--- config.mk ---
export PLATFORM = sky130hd
export DESIGN_NAME = divmod_unit
export DESIGN_NICKNAME = d
export VERILOG_FILES = /design/src/rtl/divmod_pkg.sv /design/src/rtl/divmod_extend.sv /design/src/rtl/divmod_stage.sv /design/src/rtl/divmod_array.sv /design/src/rtl/divmod_fixup.sv /design/src/rtl/divmod_unit.sv
export SDC_FILE = /design/constraint.sdc
export NUM_CORES = 1
export LEC_CHECK = 0
export BUFFER_PORTS_ARGS = -buffer_cell sky130_fd_sc_hd__buf_2
export CORE_MARGIN = 2
export CORE_UTILIZATION = 45
export DETAILED_ROUTE_END_ITERATION = 7
export GPL_ROUTABILITY_DRIVEN = 1
export PLACE_DENSITY_LB_ADDON = 0.3
export SLEW_MARGIN = 20
export SYNTH_ARGS = -nofsm -noshare
export SYNTH_HDL_FRONTEND = slang
export SYNTH_SLANG_ARGS = --single-unit
export TNS_END_PERCENT = 1
--- constraint.sdc ---
create_clock -name vclk -period 49.9
set_input_delay 4.99 -clock vclk [all_inputs]
set_output_delay 4.99 -clock vclk [all_outputs]
set_load 0.1 [all_outputs]
--- src/rtl/divmod_pkg.sv ---
package divmod_pkg;
   function automatic int max_of(input int x, input int y);
      return (x > y) ? x : y;
   endfunction

   function automatic int min_of(input int x, input int y);
      return (x < y) ? x : y;
   endfunction
endpackage

--- src/rtl/divmod_extend.sv ---
module divmod_extend #(
   parameter int WI     = 8,
   parameter int W      = 8,
   parameter bit SIGNED = 1'b0
) (
   input  logic [WI-1:0] val,
   output logic [W-1:0]  ext,
   output logic [W-1:0]  mag
);
   if (WI > W) begin : g_bad_width
      $error("divmod_extend: input wider than working width");
   end

   for (genvar g = 0; g < W; g++) begin : g_bit
      if (g < WI) begin : g_copy
         assign ext[g] = val[g];
      end else if (SIGNED) begin : g_sign
         assign ext[g] = val[WI-1];
      end else begin : g_zero
         assign ext[g] = 1'b0;
      end
   end

   if (SIGNED) begin : g_abs
      assign mag = ext[W-1] ? (~ext + W'(1)) : ext;
   end else begin : g_pass
      assign mag = ext;
   end
endmodule

--- src/rtl/divmod_stage.sv ---
module divmod_stage #(
   parameter int W = 8
) (
   input  logic [W-1:0] part_in,
   input  logic         num_bit,
   input  logic [W-1:0] den,
   output logic [W-1:0] part_out,
   output logic         q_bit
);
   logic [W:0] shifted;

   assign shifted  = {part_in, num_bit};
   assign q_bit    = (shifted >= {1'b0, den});
   assign part_out = q_bit ? (shifted[W-1:0] - den) : shifted[W-1:0];
endmodule

--- src/rtl/divmod_array.sv ---
module divmod_array #(
   parameter int W = 8
) (
   input  logic [W-1:0] num,
   input  logic [W-1:0] den,
   output logic [W-1:0] quo,
   output logic [W-1:0] rem
);
   localparam int W2 = 2 * W;

   logic [W-1:0] part [W+1];

   assign part[0] = '0;

   for (genvar s = 0; s < W; s++) begin : g_stage
      divmod_stage #(.W(W)) u_stage (
         .part_in  (part[s]),
         .num_bit  (num[W-1-s]),
         .den      (den),
         .part_out (part[s+1]),
         .q_bit    (quo[W-1-s])
      );
   end

   assign rem = part[W];

   always_comb begin
      if (den != '0) begin
         AST_REM_LT_DIVISOR: assert (rem < den)
            else $error("remainder not below divisor");
         AST_RECOMBINE: assert ((W2'(quo) * W2'(den) + W2'(rem)) == W2'(num))
            else $error("quotient and remainder do not rebuild dividend");
      end
   end
endmodule

--- src/rtl/divmod_fixup.sv ---
module divmod_fixup
   import divmod_pkg::*;
#(
   parameter int W      = 8,
   parameter int WA     = 8,
   parameter int WB     = 8,
   parameter int WY     = 8,
   parameter int MODE   = 0,
   parameter bit SIGNED = 1'b0
) (
   input  logic [W-1:0]  a_ext,
   input  logic          b_neg,
   input  logic          b_zero,
   input  logic [W-1:0]  quo,
   input  logic [W-1:0]  rem,
   output logic [WY-1:0] y
);
   localparam int WM = min_of(WA, WB);

   if (WM > W || WY > W) begin : g_bad_width
      $error("divmod_fixup: width exceeds working width");
   end

   logic         a_neg;
   logic [W-1:0] full;
   logic [W-1:0] zres;

   assign a_neg = SIGNED && a_ext[W-1];

   always_comb begin
      if (MODE == 0) begin
         full = (SIGNED && (a_neg ^ b_neg)) ? (~quo + W'(1)) : quo;
      end else begin
         full = (SIGNED && a_neg) ? (~rem + W'(1)) : rem;
      end
   end

   if (MODE == 0 && SIGNED) begin : g_zq_signed
      assign zres = a_neg ? W'(1) : '1;
   end else if (MODE == 0) begin : g_zq_unsigned
      for (genvar g = 0; g < W; g++) begin : g_bit
         assign zres[g] = (g < WA);
      end
   end else begin : g_zr
      for (genvar g = 0; g < W; g++) begin : g_bit
         if (g < WM) begin : g_copy
            assign zres[g] = a_ext[g];
         end else if (SIGNED) begin : g_sext
            assign zres[g] = a_ext[WM-1];
         end else begin : g_zext
            assign zres[g] = 1'b0;
         end
      end
   end

   assign y = b_zero ? zres[WY-1:0] : full[WY-1:0];

   always_comb begin
      if (MODE == 1 && SIGNED && !b_zero && rem != '0) begin
         AST_REM_SIGN: assert (full[W-1] == a_neg)
            else $error("signed remainder sign differs from dividend");
      end
      if (MODE == 0 && SIGNED && !b_zero && quo != '0 && !quo[W-1]) begin
         AST_QUOT_SIGN: assert (full[W-1] == (a_neg ^ b_neg))
            else $error("signed quotient sign wrong");
      end
   end
endmodule

--- src/rtl/divmod_unit.sv ---
module divmod_unit
   import divmod_pkg::*;
#(
   parameter int WA       = 8,
   parameter int WB       = 8,
   parameter int WY       = 8,
   parameter int MODE     = 0,
   parameter bit A_SIGNED = 1'b0,
   parameter bit B_SIGNED = 1'b0
) (
   input  logic [WA-1:0] a_in,
   input  logic [WB-1:0] b_in,
   output logic [WY-1:0] y_out
);
   localparam int W      = max_of(max_of(WA, WB), WY);
   localparam bit SIGNED = A_SIGNED && B_SIGNED;

   if (WA < 1 || WB < 1 || WY < 1) begin : g_bad_width
      $error("divmod_unit: widths must be at least 1");
   end
   if (MODE != 0 && MODE != 1) begin : g_bad_mode
      $error("divmod_unit: MODE must be 0 or 1");
   end

   logic [W-1:0] a_ext, a_mag, b_ext, b_mag, quo, rem;
   logic         b_neg, b_zero;

   divmod_extend #(.WI(WA), .W(W), .SIGNED(SIGNED)) u_ext_a (
      .val (a_in), .ext (a_ext), .mag (a_mag)
   );

   divmod_extend #(.WI(WB), .W(W), .SIGNED(SIGNED)) u_ext_b (
      .val (b_in), .ext (b_ext), .mag (b_mag)
   );

   assign b_neg  = SIGNED && b_ext[W-1];
   assign b_zero = (b_ext == '0);

   divmod_array #(.W(W)) u_array (
      .num (a_mag), .den (b_mag), .quo (quo), .rem (rem)
   );

   divmod_fixup #(
      .W(W), .WA(WA), .WB(WB), .WY(WY), .MODE(MODE), .SIGNED(SIGNED)
   ) u_fixup (
      .a_ext  (a_ext),
      .b_neg  (b_neg),
      .b_zero (b_zero),
      .quo    (quo),
      .rem    (rem),
      .y      (y_out)
   );
endmodule

==> results.yml, run 1 <==
run:
  cap_violations: 0
route:
  ant_nets: 0
  drt-wirelength-per-cell_um: 16.7
  vias_per_cell: 6.07
  drt_first_iter_violations: 107
  drtPass1Iterations: 6
  drc: 2
  vias: 3086
  routed_wl_mm: 8.51
floorplan:
  io_pins: 24
  die_h_um: 85.9
  core_area_mm2: 0.00642
  start_util_pct: 47.0
  die_area_mm2: 0.00738
  fp.dieW_um: 85.9
  rows: 29
final_layout:
  area_growth_pct: 6.59
  nets: 513
  instances_no_fill: 508
  clockBufferCount: 0
  num_antenna_cells: 0
  n_sequential_cell: 0
  drive_gt1_share_pct: 10.2
  seqCellArea_um2: 0
power_and_ir_drop:
  clkPwrFrac_pct: 0
  seqPwrFrac_pct: 0
  ir_worst_vdd_uv: 107
  intPower_mw: 0.0597
  switching_power_mw: 0.104
  share_comb_of_total_power_pct: 100.0
  leakage_nw: 1.66
  pwr_density_cell_mw_per_mm2: 51.0
  p_sw_share_pct: 63.6
worst_setup_path:
  start_kind: "input port"
  crit_type: "in2out"
  slowest_delay_ns: 0.65
  cpMostUsedCell: "o21ai_0"
  cp_slowest_cell: "mux2i_2"
  cp_data_arrival_time_ns: 22.12
  end_kind: "primary output"
  crit_path_max_fanout: 13
  cp.required_ns: 44.91
place:
  place_hpwl_mm: 6.89
  gp_congestion: 0.895
  dp.cells: 508
  port_buffers: 24
grt:
  grt_pass1_vias: 2894
  overflow: 0
  grt_antenna_before_repair: 0
  grt_max_degree: 14
  grt_first_pass_wirelength_mm: 14.1
  grt_usage_pct: 23.2
synthesis:
  synthCells: 411
  seq_area_frac_synth_pct: 0
  syn-cell-area_mm2: 0.00302
  synth_fp_nets: 491
  ys_types: 63
  syn_area_per_cell_um2: 7.34
  ys_warn_count: 0
sta:
  fmax_ghz: 0.0369
  rsz0062_at_grt: "no"
  setup_tns_ns: 0
  relSlewSlack_pct: 48.1
  max_slew.worst_pin.slew_ns: 0.763
  finalCriticalPeriod_ns: 27.11
  fin_crit_sh_pct: 54.3
  setup_viol: 0
  hold_viol: 0
  report.final.slew_viol_count: 0
clock_tree:
  post_cts_buffers: 0
  cts_resized: 0
  hold_buffers: 0
worst_hold_path:
  min_path_type: "in2out"
  worstHoldPathCells: 4
status:
  status: "finished, violations left"
  violations: "design-rule violations"
==> Yosys cell counts (3+ instances only) <==
cell type  instances  area share, %
inv_1             37            4.6
a21boi_0           6            1.5
nand2b_1          16            3.3
ha_1              58             24
a221o_1            3            1.0
nor2b_1           15            3.1
xnor2_1           16            4.6
o31ai_1            5            1.2
o21a_1            10            2.5
mux2i_1            9            3.0
mux2_2             9            3.4
nor3_1             5           0.83
nor2_1            26            3.2
fa_1               6            4.0
o21ai_0           30            5.0
nand3b_1           6            1.5
nand4_1            3           0.62
or3_1              5            1.0
xor2_1             8            2.3
nand2_1           34            4.2
o211ai_1           3           0.75
o22ai_1            5            1.0
a21o_1            10            2.5
nand3_1            7            1.2
o22a_1             3           0.87
and3_1             7            1.5
a41o_1             3            1.0
a21oi_1           25            4.1
==> per-layer routing <==
metal  global-route usage, %  wire (um)  vias to the layer above
met5                       0          0                        -
met4                    2.74        125                        0
met3                  0.0962        234                       10
met2                    42.1       4020                       63
met1                    31.8       4130                     1450
li1                        -          -                     1563
==> worst paths after layout <==
check / end / from / slack, ns
worst min-delay path: y_out[7] / b_in[5] / 10.74
worst max-delay path: y_out[0] / b_in[1] / 22.79
==> worst max-delay path: cells and delay by family <==
family          cells  cell delay (ns)
buf+inv             8             1.26
simple gates       17             2.84
fa+ha+maj           8             2.31
mux                 2             0.74
compound gates     38             9.91
==> cell usage in the layout, fill, tap and decap left out, drive strengths merged, types with 3 or more instances in the layout <==
cell type / netlist / layout
a21o: 10 / 10
nand3: 7 / 7
o21a: 10 / 10
nor2b: 15 / 15
o221ai: 3 / 3
nor3: 5 / 5
inv: 37 / 37
and2: 3 / 3
o211ai: 3 / 3
nand2: 34 / 34
nand4: 3 / 3
nand3b: 6 / 6
nand2b: 16 / 16
nor2: 27 / 27
mux2: 10 / 10
xor2: 8 / 8
ha: 58 / 58
xnor2: 16 / 16
o21ai: 32 / 32
a21oi: 25 / 25
fa: 6 / 6
buf: 3 / 24
o22a: 3 / 3
a221o: 3 / 3
a21boi: 6 / 6
mux2i: 9 / 9
o22ai: 5 / 5
o31ai: 5 / 5
or3: 5 / 5
and3: 7 / 7
a41o: 3 / 3
a211oi: 3 / 3
==> layout make-up <==
cell class         instances  area (um^2)
inverters                 37          139
fillers                  643         3210
well taps                 77         96.3
multi-input cells        370         2860
repair buffers            24          120
==> power groups by stage <==
stage / Sequential [mW] / Clock, mW / Combinational (mW)
after floorplan: 0 / 0 / 0.134
after global placement: 0 / 0 / 0.158
after detailed placement: 0 / 0 / 0.161
after CTS: 0 / 0 / 0.162
after global routing: 0 / 0 / 0.179
final: 0 / 0 / 0.164
==> cells by family (layout without fill, tap and decap cells) <==
| group | Yosys count | in the layout | share of synthesized area [%] |
|---|---|---|---|
| buffers and inverters | 41 | 61 | 5.31 |
| AND/OR/NAND/NOR | 137 | 137 | 24.0 |
| adder cells (fa/ha/maj) | 64 | 64 | 28.0 |
| XOR/XNOR | 24 | 24 | 6.97 |
| AO/OA/AOI/OAI | 126 | 126 | 28.9 |
| multiplexers | 19 | 19 | 6.84 |
==> through the flow <==
step / power, mW / area (um^2) / utilization (%) / worst slack (ns) / hold slack [ns]
2_1_floorplan: 0.134 / 3020 / - / 25.37 / 10.77
3_3_place_gp: 0.158 / 3210 / 50.0 / 23.27 / 10.73
3_5_place_dp: 0.161 / 3210 / 50.0 / 22.73 / 10.74
4_1_cts: 0.162 / 3210 / 50.0 / 22.66 / 10.74
5_1_grt: 0.179 / 3220 / 50.1 / 21.51 / 10.80
6_report: 0.164 / 3220 / 50.1 / 22.79 / 10.74
Note: power is estimated with default switching activity, not from simulation.
==> run 2, diff against run 1 <==
- clock period: 49.9 -> 27.2 ns (I/O delays scaled with it)
==> run 2 against run 1 <==
Clock-buffer cell count unchanged. Flip-flop and latch count unchanged. The flow still finishes with violations (design-rule violations). Sequential share of layout area unchanged. Critical endpoint unchanged.
==> results.yml, run 2 (synthesis gave the netlist of run 1 again) <==
status:
  status: "finished, violations left"
  violations: "design-rule violations"
grt:
  grt_max_degree: 14
  overflow: 0
  grt_first_pass_wirelength_mm: 14.0
  grt_usage_pct: 23.0
  grt_pass1_vias: 2929
  grt_antenna_before_repair: 0
worst_setup_path:
  start_kind: "input port"
  cp_slowest_cell: "mux2i_2"
  crit_type: "in2out"
  path_buf_inv: 8
  end_kind: "primary output"
  cp.depth: 73
  slowest_delay_ns: 0.63
  cp_data_arrival_time_ns: 19.64
  crit_path_max_fanout: 13
  path_delay_family: "compound AO/OA/AOI/OAI gates"
  cpMostUsedCell: "o21ai_0"
  cp.required_ns: 24.48
route:
  drtPass1Iterations: 7
  ant_nets: 0
  drt-wirelength-per-cell_um: 16.2
  vias_per_cell: 6.04
  drt_first_iter_violations: 148
  routed_wl_mm: 8.24
  drc: 2
  vias: 3070
floorplan:
  die_h_um: 85.9
  io_pins: 24
  rows: 29
  start_util_pct: 47.0
  core_area_mm2: 0.00642
  die_area_mm2: 0.00738
  fp.dieW_um: 85.9
sta:
  hold_viol: 0
  setup_tns_ns: 0
  setup_viol: 0
  fin_ws_ns: 4.84
  relSlewSlack_pct: 50.5
  fmax_ghz: 0.0447
  finalCriticalPeriod_ns: 22.36
  report.final.slew_viol_count: 0
  rsz0062_at_grt: "no"
  max_slew.worst_pin.slew_ns: 0.729
  fin_crit_sh_pct: 82.2
place:
  place_ws_ns: 4.75
  place_hpwl_mm: 6.72
  port_buffers: 24
  gp_congestion: 0.968
final_layout:
  seqCellArea_um2: 0
  layout_commonest_cell: "ha_1"
  nFillCells: 641
  layout_common_cells: "ha_1, inv_1, nand2_1"
  drive_gt1_share_pct: 10.2
  n_sequential_cell: 0
  num_antenna_cells: 0
  area_growth_pct: 6.59
  clockBufferCount: 0
  nets: 513
clock_tree:
  hold_buffers: 0
  post_cts_buffers: 0
  cts_resized: 0
run:
  cap_violations: 0
power_and_ir_drop:
  intPower_mw: 0.109
  ir_worst_vdd_uv: 310
  leakage_nw: 1.66
  p_sw_share_pct: 63.1
  share_comb_of_total_power_pct: 100.0
  switching_power_mw: 0.187
  seqPwrFrac_pct: 0
  clkPwrFrac_pct: 0
  pwr_density_cell_mw_per_mm2: 91.9
worst_hold_path:
  min_path_type: "in2out"
  worstHoldPathCells: 4
run 2: layer usage:
layer,track usage (%),vias up,part of all wire [%]
li1,-,1567,-
met1,31.9,1418,47
met2,40.9,76,47
met3,0.289,9,3.6
met4,3.46,0,1.5
met5,0,-,0
run 2: final cells by class:
type / instances / area, um^2 / area share [%]
inverters: 37 / 139 / 4.32
multi-input cells: 370 / 2860 / 89.0
well taps: 77 / 96.3 / 2.99
repair buffers: 24 / 120 / 3.73
run 2: final timing paths:
kind                 from       end
setup / recovery  b_in[1]  y_out[0]
hold / removal    b_in[5]  y_out[7]
run 2: through the flow:
stage               cells  hold slack [ns]  power, mW  utilization [%]  instance area (um^2)
floorplan             411             6.23      0.245                -                  3020
global placement      508             6.19      0.288             50.0                  3210
detailed placement    508             6.20      0.291             50.0                  3210
CTS                   508             6.20      0.293             50.0                  3210
global route          508             6.28      0.326             50.1                  3220
finish                508             6.20      0.296             50.1                  3220
run 2: power by group through the flow:
stage | sequential (mW) | clock [mW] | combinational [mW]
6_report | 0 | 0 | 0.296
5_1_grt | 0 | 0 | 0.326
4_1_cts | 0 | 0 | 0.293
3_5_place_dp | 0 | 0 | 0.291
3_3_place_gp | 0 | 0 | 0.288
2_1_floorplan | 0 | 0 | 0.245
